--- src/rtl/pp_deser_pkg.sv ---
package pp_deser_pkg;
  function automatic int word_width(input int byte_w);
    return 2 * byte_w;
  endfunction

  function automatic int count_width(input int byte_w);
    return $clog2(2 * byte_w);
  endfunction

  function automatic logic at_index(input int cnt, input int idx);
    return cnt == idx;
  endfunction
endpackage

--- src/rtl/pp_deser_strobe.sv ---
module pp_deser_strobe (
  input  logic clk_i,
  input  logic rst_i,
  input  logic bit_en_i,
  input  logic ext_en_i,
  input  logic test_sel_n_i,
  input  logic rate_full_i,
  output logic accept_o
);
  logic strobe;
  logic phase_q;

  assign strobe   = test_sel_n_i ? bit_en_i : ext_en_i;
  assign accept_o = strobe && (rate_full_i || phase_q);

  always_ff @(posedge clk_i) begin
    if (rst_i || rate_full_i) begin
      phase_q <= 1'b0;
    end else if (strobe) begin
      phase_q <= ~phase_q;
    end
  end
endmodule

--- src/rtl/pp_deser_shift.sv ---
module pp_deser_shift
  import pp_deser_pkg::*;
#(
  parameter int BYTE_W = 10
) (
  input  logic                          clk_i,
  input  logic                          rst_i,
  input  logic                          accept_i,
  input  logic                          ser_i,
  output logic [word_width(BYTE_W)-1:0] word_o,
  output logic                          word_done_o,
  output logic                          half_done_o
);
  localparam int WORD_W = word_width(BYTE_W);
  localparam int CNT_W  = count_width(BYTE_W);

  logic [WORD_W-1:0] sh_q;
  logic [CNT_W-1:0]  cnt_q;

  assign word_o      = {ser_i, sh_q[WORD_W-1:1]};
  assign word_done_o = accept_i && at_index(int'(cnt_q), WORD_W - 1);
  assign half_done_o = accept_i && at_index(int'(cnt_q), BYTE_W - 1);

  always_ff @(posedge clk_i) begin
    if (rst_i) begin
      sh_q  <= '0;
      cnt_q <= '0;
    end else if (accept_i) begin
      sh_q <= {ser_i, sh_q[WORD_W-1:1]};
      if (word_done_o) begin
        cnt_q <= '0;
      end else begin
        cnt_q <= cnt_q + 1'b1;
      end
    end
  end
endmodule

--- src/rtl/pp_deser_launch.sv ---
module pp_deser_launch
  import pp_deser_pkg::*;
#(
  parameter int BYTE_W = 10
) (
  input  logic                          clk_i,
  input  logic                          rst_i,
  input  logic                          pp_mode_i,
  input  logic                          word_done_i,
  input  logic                          half_done_i,
  input  logic [word_width(BYTE_W)-1:0] word_i,
  output logic [word_width(BYTE_W)-1:0] rx_o,
  output logic                          bclk0_o,
  output logic                          bclk1_o,
  output logic                          bclk1_fall_o
);
  localparam int WORD_W = word_width(BYTE_W);

  logic [BYTE_W-1:0] hold_q;

  assign bclk1_fall_o = half_done_i && bclk1_o;

  always_ff @(posedge clk_i) begin
    if (rst_i) begin
      rx_o    <= '0;
      hold_q  <= '0;
      bclk0_o <= 1'b1;
      bclk1_o <= 1'b0;
    end else if (word_done_i) begin
      bclk0_o           <= 1'b0;
      bclk1_o           <= 1'b1;
      hold_q            <= word_i[WORD_W-1:BYTE_W];
      rx_o[BYTE_W-1:0]  <= word_i[BYTE_W-1:0];
      if (!pp_mode_i) begin
        rx_o[WORD_W-1:BYTE_W] <= word_i[WORD_W-1:BYTE_W];
      end
    end else if (half_done_i) begin
      bclk0_o <= 1'b1;
      bclk1_o <= 1'b0;
      if (pp_mode_i && bclk1_o) begin
        rx_o[WORD_W-1:BYTE_W] <= hold_q;
      end
    end
  end
endmodule

--- src/rtl/pp_deser.sv ---
module pp_deser
  import pp_deser_pkg::*;
#(
  parameter int BYTE_W = 10
) (
  input  logic                          clk_i,
  input  logic                          rst_i,
  input  logic                          ser_i,
  input  logic                          bit_en_i,
  input  logic                          ext_en_i,
  input  logic                          test_sel_n_i,
  input  logic                          rate_full_i,
  input  logic                          pp_mode_i,
  output logic [word_width(BYTE_W)-1:0] rx_o,
  output logic                          bclk0_o,
  output logic                          bclk1_o
);
  localparam int WORD_W = word_width(BYTE_W);

  logic              accept;
  logic              word_done;
  logic              half_done;
  logic              bclk1_fall;
  logic [WORD_W-1:0] word;

  pp_deser_strobe strobe_i (
    .clk_i        (clk_i),
    .rst_i        (rst_i),
    .bit_en_i     (bit_en_i),
    .ext_en_i     (ext_en_i),
    .test_sel_n_i (test_sel_n_i),
    .rate_full_i  (rate_full_i),
    .accept_o     (accept)
  );

  pp_deser_shift #(.BYTE_W(BYTE_W)) shift_i (
    .clk_i       (clk_i),
    .rst_i       (rst_i),
    .accept_i    (accept),
    .ser_i       (ser_i),
    .word_o      (word),
    .word_done_o (word_done),
    .half_done_o (half_done)
  );

  pp_deser_launch #(.BYTE_W(BYTE_W)) launch_i (
    .clk_i        (clk_i),
    .rst_i        (rst_i),
    .pp_mode_i    (pp_mode_i),
    .word_done_i  (word_done),
    .half_done_i  (half_done),
    .word_i       (word),
    .rx_o         (rx_o),
    .bclk0_o      (bclk0_o),
    .bclk1_o      (bclk1_o),
    .bclk1_fall_o (bclk1_fall)
  );
endmodule

--- config.mk ---
export PLATFORM = sky130hd
export DESIGN_NAME = pp_deser
export DESIGN_NICKNAME = d
export VERILOG_FILES = /design/src/rtl/pp_deser_pkg.sv /design/src/rtl/pp_deser_strobe.sv /design/src/rtl/pp_deser_shift.sv /design/src/rtl/pp_deser_launch.sv /design/src/rtl/pp_deser.sv
export SDC_FILE = /design/constraint.sdc
export NUM_CORES = 1
export LEC_CHECK = 0
export ABC_AREA = 1
export BUFFER_PORTS_ARGS = -buffer_cell sky130_fd_sc_hd__buf_4
export CAP_MARGIN = 0
export CORE_MARGIN = 5
export CORE_UTILIZATION = 51
export CTS_CLUSTER_DIAMETER = 100
export DETAILED_ROUTE_END_ITERATION = 12
export PLACE_DENSITY = 0.75
export SYNTH_ARGS = -nofsm -noshare
export SYNTH_HDL_FRONTEND = slang
export SYNTH_SLANG_ARGS = --single-unit
--- constraint.sdc ---
create_clock -name clk_i -period 1.5 [get_ports clk_i]
set_input_delay 0.075 -clock clk_i [delete_from_list [all_inputs] [get_ports clk_i]]
set_output_delay 0.075 -clock clk_i [all_outputs]
set_load 0.01 [all_outputs]
# Yosys cells after proc, flatten, opt, wreduce, memory -nomap -nowiden
# Index checks and enable logic that the tools add are counted.
[word_totals] word_cells=32 inputBits=8 regBits=58
[op_classes] n_eq_ne=3 n_bitwise=1 reduce_logical=9 n_addsub=1 n_mux=10
[op_table] operator="$mux 10" n=4
[op_table] operator="$eq 5x5->1 const B" n=2
[op_table] operator="$add 5x1->5 const B" n=1
[op_table] operator="$mux 1" n=5
[op_table] operator="$mux 5" n=1
[op_table] operator="$logic_and 1x1->1" n=4
[op_table] operator="$reduce_bool 2->1" n=2
[op_table] operator="$reduce_and 3->1" n=1
[op_table] operator="$logic_or 1x1->1" n=2
[op_table] operator="$ne 2x2->1 const B" n=1
[op_table] operator="$not 1->1" n=1

# Logic depth before layout (Yosys ltp)
# Gate-level depths: netlist (run 1).
[depth] depth_word=5 mapped_depth=11

# Cells and area by module
# A second synthesis (run 1) with hierarchy kept.
[unflattened] cells_unflattened=321 area_unflattened_um2=2311.0
[modules_own_cells] module="pp_deser_launch" instances=1 area_each_um2=1247.4 cells_each=177 seq_area_each_um2=640.6
[modules_own_cells] module="pp_deser_shift" instances=1 area_each_um2=982.2 cells_each=127 seq_area_each_um2=480.5
[modules_own_cells] module="pp_deser_strobe" instances=1 area_each_um2=81.3 cells_each=17 seq_area_each_um2=20.0

# Worst setup path before layout (run 1)
# No wires, ideal clock.
[synth_timing] path_type="register to register" start="register shift_i.cnt_q[0]" end="register launch_i.rx_o[12]" path_stages_with_launch=10 n_path_buf=1 required_ns=1.385 path_slack_ns=0.041 setup_time_ns=0.115 arrival_time_ns=1.344 path_cell_list="dfxtp_1 -> ha_1 -> nand3_4 -> nor2_8 -> inv_6 -> nand2_4 -> buf_12 -> nand3_1 -> nand2_1 -> nor2_1"
[synth_via] elab_chain_len=4 word_cells_on_any_way=9
[synth_lines] element="start, declared" line_no="pp_deser_shift.sv:18" rtl="logic [CNT_W-1:0] cnt_q;"
[synth_lines] element="start signal, assigned" line_no="pp_deser_shift.sv:33" rtl="cnt_q <= cnt_q + 1'b1;"
[synth_lines] element="$eq 5x5->1" line_no="pp_deser_pkg.sv:11" rtl="return cnt == idx;"
[synth_lines] element="$logic_and 1x1->1 (on tied branches)" line_no="pp_deser_shift.sv:21, pp_deser_shift.sv:22"
[synth_lines] element="$ne 2x2->1 (no source line) / $reduce_bool 2->1 (equally long branches)"
[synth_lines] element="$reduce_and 3->1 (no source line)"
[synth_lines] element="end signal, assigned by index" line_no="pp_deser_launch.sv:33" rtl="rx_o[BYTE_W-1:0] <= word_i[BYTE_W-1:0];"
[synth_lines] element="end signal, assigned by index" line_no="pp_deser_launch.sv:35" rtl="rx_o[WORD_W-1:BYTE_W] <= word_i[WORD_W-1:BYTE_W];"
[synth_lines] element="end signal, assigned by index" line_no="pp_deser_launch.sv:41" rtl="rx_o[WORD_W-1:BYTE_W] <= hold_q;"
[synth_lines] element="end, declared" line_no="pp_deser_launch.sv:12" rtl="output logic [word_width(BYTE_W)-1:0] rx_o,"
# Several ways; a longest one is shown, not always the timed one.
# A chain may end at the register's enable or synchronous reset.

# Worst setup path after layout (run 1)
[layout_timing] start="register shift_i.cnt_q[1]" end="register launch_i.rx_o[13]"
# The elaborated chain is that of the path after synthesis.

==> reports/results.txt, run 1 <==
Status: finished clean
Placed inst area: 2580 sq um
Vias after detailed routing: 1,947
Final WL: 4640 microns
Layout area overhead: 25.5%
H-tree Lvls: 3
Post-layout min period: 1.41 ns
Main synth FF type: dfxtp_1
Leak: 1.30 nW
Total Power: 3.05 mW
#FFs+latches synth: 57
First-pass GRT wire length: 7910 microns
Die area: 5960 sq um
Ys async rst share: 0
Count of cell types in the netlist: 28
Drt drc: 0
CTS root buffer: clkbuf_8
Total grt overflow: 0
Gpl congestion: 0.761
Core area: 4350 sq um
Critical-path maximum fanout: 7
Total GRT Usage: 0.161
Cells after synthesis: 294
Setup violators final: 0
Critical Path AT: 1.64 ns
Leading area contributor after synthesis: dfxtp_1
Mapped cell area: 2300 sq um
Detail Placement HPWL: 3070 microns
Initial Util: 0.528
Port bufs: 29
Area share of the largest cell type after synthesis: 0.496
Number of synthesized flops with an enable pin: 0
Max IR drop VDD: 854 uV
Via density: 4.95
Routed len/inst: 11.8 microns
Clk_skew: 0.00487 ns
Commonest cells in the netlist: 68 x nor2_1, 57 x dfxtp_1, 41 x nand2_1
DRT Pass-1 Iters: 4
Detail Route Antenna Nets: 0
Setup crit end kind: flop
Vias in the first global route: 1,836
Period utilization: 0.939
Final Hold Fails: 0
Max cap viols: 0
Max Clk Rate: 710 MHz
Worst Setup Start Kind: flop
Synthesized area per cell: 7.83 sq um
Worst-Skew Late Latency: 0.34 ns
Rel. slew slack: 0.733
Final net count: 346
Fill count: 374
Fin. max-slew vios: 0
Critical Path RT: 1.73 ns
Top-count cell post-synth: nor2_1
Number of DRC markers in iteration 0: 77
Die Width: 77.2 microns
Design Area, Final: 2890 sq um
Synthesized Nets: 304
Largest net degree at the start of global routing: 25
Reg clk slew, reported paths: 0.06 ns
Top Ports: 30
Main area contributors after synthesis: dfxtp_1 50%, nor2_1 11%, o21ai_0 7.0%
Sequential area share after synthesis: 0.496
TritonCTS clock tree: yes
YS warnings: 0
Clk sinks: 57
Hold Path Class: input pin to flop
Total CTS buffers: 9
Worst-Margin Slew: 0.398 ns
Max clock buf depth: 2
Layout cells sized above 1: 0.246
FP Rows: 24
Antenna diodes: 0
Antenna violations before repair: 0
P per Cell Area: 1050 nW/um^2
CP Class: flop to flop
Die height: 77.2 microns
[where the power goes]
group	switching, mW	total [mW]	internal (mW)	leakage (nW)
clock	0.558	1.24	0.681	0.0932
sequential	0.0342	1.60	1.56	0.465
combinational	0.125	0.211	0.0862	0.746
total	0.717	3.05	2.33	1.30
[area by class of cell]
type / count / area [sq um] / area share
Inverter: 20 / 80.1 / 0.0277
Clock inverter: 3 / 15.0 / 0.00520
Tap cell: 52 / 65.1 / 0.0225
Sequential cell: 57 / 1150 / 0.398
Clock buffer: 13 / 159 / 0.0550
Timing Repair Buffer: 45 / 369 / 0.128
Multi-Input combinational cell: 203 / 1050 / 0.364
[cells in the final DEF, fill, tap and decap left out, types with 3 or more instances in the layout]
master	n
a21oi_1	19
a21oi_2	4
buf_4	41
clkbuf_8	11
clkinv_2	3
dfxtp_1	54
inv_1	17
nand2_1	40
nand2_4	3
nand3_1	15
nor2_1	67
o21ai_0	32
o21bai_1	6
[kinds of logic after synthesis]
| logic type | share of synthesized area |
|---|---|
| AO/OA/AOI/OAI | 0.144 |
| XOR/XNOR | 0.00381 |
| AND/OR/NAND/NOR | 0.272 |
| adder cells (fa/ha/maj) | 0.0109 |
| buffers and inverters | 0.0729 |
| flip-flops | 0.496 |
[critical path, stage by stage (launching register included)]
cell and delay [ns]:
dfxtp_4 0.36, inv_2 0.06, ha_4 0.12, nand2_2 0.05
nor2_2 0.09, nand4_1 0.17, nand2_4 0.15, buf_12 0.12
nand3_1 0.08, nand2_1 0.07, nor2_1 0.04
[layer usage]
layer  global-route usage  part of all wire  up-vias
li1                     -                 -     1027
met1                0.209              0.48      886
met2                0.243              0.46       26
met3               0.0539             0.036        8
met4               0.0704             0.016        0
met5                    0                 0        -
[through the flow]
stage          cells  TNS [ns]  setup slack (ns)  hold WS, ns   util
2_1_floorplan    294         0            0.0413        0.144      -
3_3_place_gp     371         0            0.0649        0.342  0.593
3_5_place_dp     371         0            0.0176        0.347  0.593
4_1_cts          388         0           0.00578      0.00394  0.636
5_1_grt          393   -0.0293           -0.0205       0.0427  0.663
6_report         393         0            0.0915      0.00731  0.663
[worst paths after layout]
path | from | to | slack, ns | cells after the start
hold / removal | ser_i | shift_i.sh_q[19] | 0.007 | 3
hold reg to reg | shift_i.sh_q[14] | shift_i.sh_q[14] | 0.47 | 2
setup reg to reg | shift_i.cnt_q[1] | launch_i.rx_o[13] | 0.09 | 10
setup / recovery | shift_i.cnt_q[1] | launch_i.rx_o[13] | 0.09 | 10
[repair_timing]
action,in CTS,in global routing
hold buffers,1,0
endpoints found under the setup margin,0,26
endpoints found under the hold margin,1,0
resized for setup,0,19
buffers inserted,0,5
[flip-flops by register name (all words and copies together), names as in the netlist]
| name | cells |
|---|---|
| launch_i.bclk0_o | 1 |
| launch_i.bclk1_o | 1 |
| launch_i.hold_q | 10 |
| launch_i.rx_o | 20 |
| shift_i.cnt_q | 5 |
| shift_i.sh_q | 19 |
| strobe_i.phase_q | 1 |
Note: power is estimated with default switching activity, not from simulation.
==> inputs of run 2 (changes only) <==
Settings changed: CELL_PAD_IN_SITES_DETAIL_PLACEMENT set to 0, CELL_PAD_IN_SITES_GLOBAL_PLACEMENT set to 1, CORE_UTILIZATION 51 to 37, PLACE_DENSITY 0.75 to not set, PLACE_DENSITY_LB_ADDON set to 0.1.
==> reports/results.txt, run 2 (same netlist as run 1, synthesis figures left out) <==
Status: finished clean (unchanged)
Number of DRC markers in iteration 0: 80 (was 77)
Period utilization: 0.988 (was 0.939)
Detail Route Antenna Nets: 0 (unchanged)
Final WL: 5080 microns (was 4640 microns)
Initial Util: 0.384 (was 0.528)
Total CTS buffers: 9 (unchanged)
Vias in the first global route: 1,779 (was 1,836)
Antenna violations before repair: 0 (unchanged)
Top flop regs: launch_i.rx_o (20), shift_i.sh_q (19), launch_i.hold_q (10) (unchanged)
Die height: 88.9 microns (was 77.2 microns)
Layout cells sized above 1: 0.251 (was 0.246)
Setup violators final: 0 (unchanged)
Largest Register: launch_i.rx_o (unchanged)
DRT Pass-1 Iters: 4 (unchanged)
Critical Path AT: 1.75 ns (was 1.64 ns)
Place WS: -0.0220 ns (was 0.0176 ns)
Worst-Skew Late Latency: 0.33 ns (was 0.34 ns)
H-tree Lvls: 3 (unchanged)
Die Width: 88.9 microns (was 77.2 microns)
FP Rows: 28 (was 24)
Hold Buf Count CTS: 0 (was 1)
Max IR drop VDD: 599 uV (was 854 uV)
Layout area overhead: 28.9% (was 25.5%)
Worst-Margin Slew: 0.307 ns (was 0.398 ns)
Total Power: 3.32 mW (was 3.05 mW)
Port bufs: 29 (unchanged)
Final core occ: 0.495 (was 0.663)
Critical Path RT: 1.77 ns (was 1.73 ns)
Drt drc: 0 (unchanged)
Leak: 1.32 nW (was 1.30 nW)
Max cap viols: 0 (unchanged)
Routed len/inst: 12.3 microns (was 11.8 microns)
Crit path from: shift_i.cnt_q[1] (unchanged)
Final net count: 344 (was 346)
RSZ-0062 raised after global routing: true
Top Ports: 30 (unchanged)
CTS root buffer: clkbuf_8 (unchanged)
Largest net degree at the start of global routing: 32 (was 25)
Total GRT Usage: 0.142 (was 0.161)
Via density: 4.61 (was 4.95)
Max FFs per register: 20 (unchanged)
P per Cell Area: 1120 nW/um^2 (was 1050 nW/um^2)
Gpl congestion: 0.748 (was 0.761)
Fin. max-slew vios: 0 (unchanged)
Clk_skew: 0.0105 ns (was 0.00487 ns)
Core area: 5990 sq um (was 4350 sq um)
Reg2reg start: shift_i.cnt_q[1] (unchanged)
Critical-path maximum fanout: 8 (was 7)
Die area: 7900 sq um (was 5960 sq um)
Setup crit end kind: flop (unchanged)
Max clock buf depth: 2 (unchanged)
Total grt overflow: 0 (unchanged)
Most frequent cells in the layout: 65 x nor2_1, 53 x dfxtp_1, 40 x buf_4 (was 67 x nor2_1, 54 x dfxtp_1, 41 x buf_4)
Most common cell after layout, fill and taps aside: nor2_1 (unchanged)
Final Hold Fails: 0 (unchanged)
Reg clk slew, reported paths: 0.07 ns (was 0.06 ns)
Antenna diodes: 0 (unchanged)
TritonCTS clock tree: yes (unchanged)
Clk sinks: 57 (unchanged)
Max Clk Rate: 675 MHz (was 710 MHz)
Hold Crit Start: ser_i (unchanged)
CP Class: flop to flop (unchanged)
Post-route setup slack: 0.0176 ns (was 0.0915 ns)
Post-layout min period: 1.48 ns (was 1.41 ns)
First-pass GRT wire length: 8480 microns (was 7910 microns)
Hold WS: 0.0225 ns (was 0.00731 ns)
Worst Setup Start Kind: flop (unchanged)
Hold Path Class: input pin to flop (unchanged)
Vias after detailed routing: 1,907 (was 1,947)
Rel. slew slack: 0.793 (was 0.733)
Detail Placement HPWL: 3400 microns (was 3070 microns)
## run 2: changes by cell type in the layout (fill, tap and decap cells not counted), sizes merged
cell,delta
buf,-1
clkinv,-2
dlygate4sd3,-1
clkinvlp,+2
clkbuf,-1
bufinv,+1
## run 2: layout make-up
type                       instances  area, sq um
inverter                          20         82.6
multi-input combinational        203         1060
timing repair buffer              43          360
clock buffer                      12          165
fill                             605         3030
clock inverter                     4         50.0
tap                               75         93.8
sequential                        57         1150
## run 2: worst paths after layout
kind / slack, ns / to / depth (start not counted)
worst max-delay path: 0.02 / launch_i.rx_o[19] / 10
worst min-delay path: 0.02 / shift_i.sh_q[19] / 3
worst max register to register: 0.02 / launch_i.rx_o[19] / 10
worst min register to register: 0.46 / strobe_i.phase_q / 1
## run 2: per-layer routing
metal | part of all wire | up-vias | GRT usage
met2 | 0.44 | 26 | 0.205
li1 | - | 1023 | -
met1 | 0.50 | 850 | 0.190
met4 | 0.018 | 0 | 0.0838
met3 | 0.033 | 8 | 0.0345
met5 | 0 | - | 0
## run 2: timing repair
item	in CTS	in global routing
endpoints found under the setup margin	11	15
endpoints found under the hold margin	0	0
pin swaps	1	11
resized for setup	2	19
buffers inserted	0	3
## run 2: power breakdown
| group | total, mW | internal [mW] | switching, mW |
|---|---|---|---|
| sequential | 1.60 | 1.56 | 0.0340 |
| combinational | 0.215 | 0.0875 | 0.128 |
| clock | 1.51 | 0.900 | 0.611 |
| total | 3.32 | 2.55 | 0.773 |
## run 2: worst max-delay path: stages, from the launching register on
cell and delay (ns):
dfxtp_2 0.35, inv_2 0.07, ha_4 0.11, nand2_2 0.06, nor2_4 0.13, nand4_1 0.23, nand2_8 0.19, nand2_8 0.08
nand2_2 0.07, nand2_1 0.04, nor2_1 0.10
## run 2: metrics by stage
step / cells / setup TNS (ns) / area, sq um
3_5_place_dp: 395 / -0.0542 / 2650
3_3_place_gp: 395 / -0.0116 / 2650
6_report: 414 / 0 / 2970
4_1_cts: 411 / 0 / 2870
5_1_grt: 414 / -0.649 / 2970
2_1_floorplan: 294 / 0 / 2300
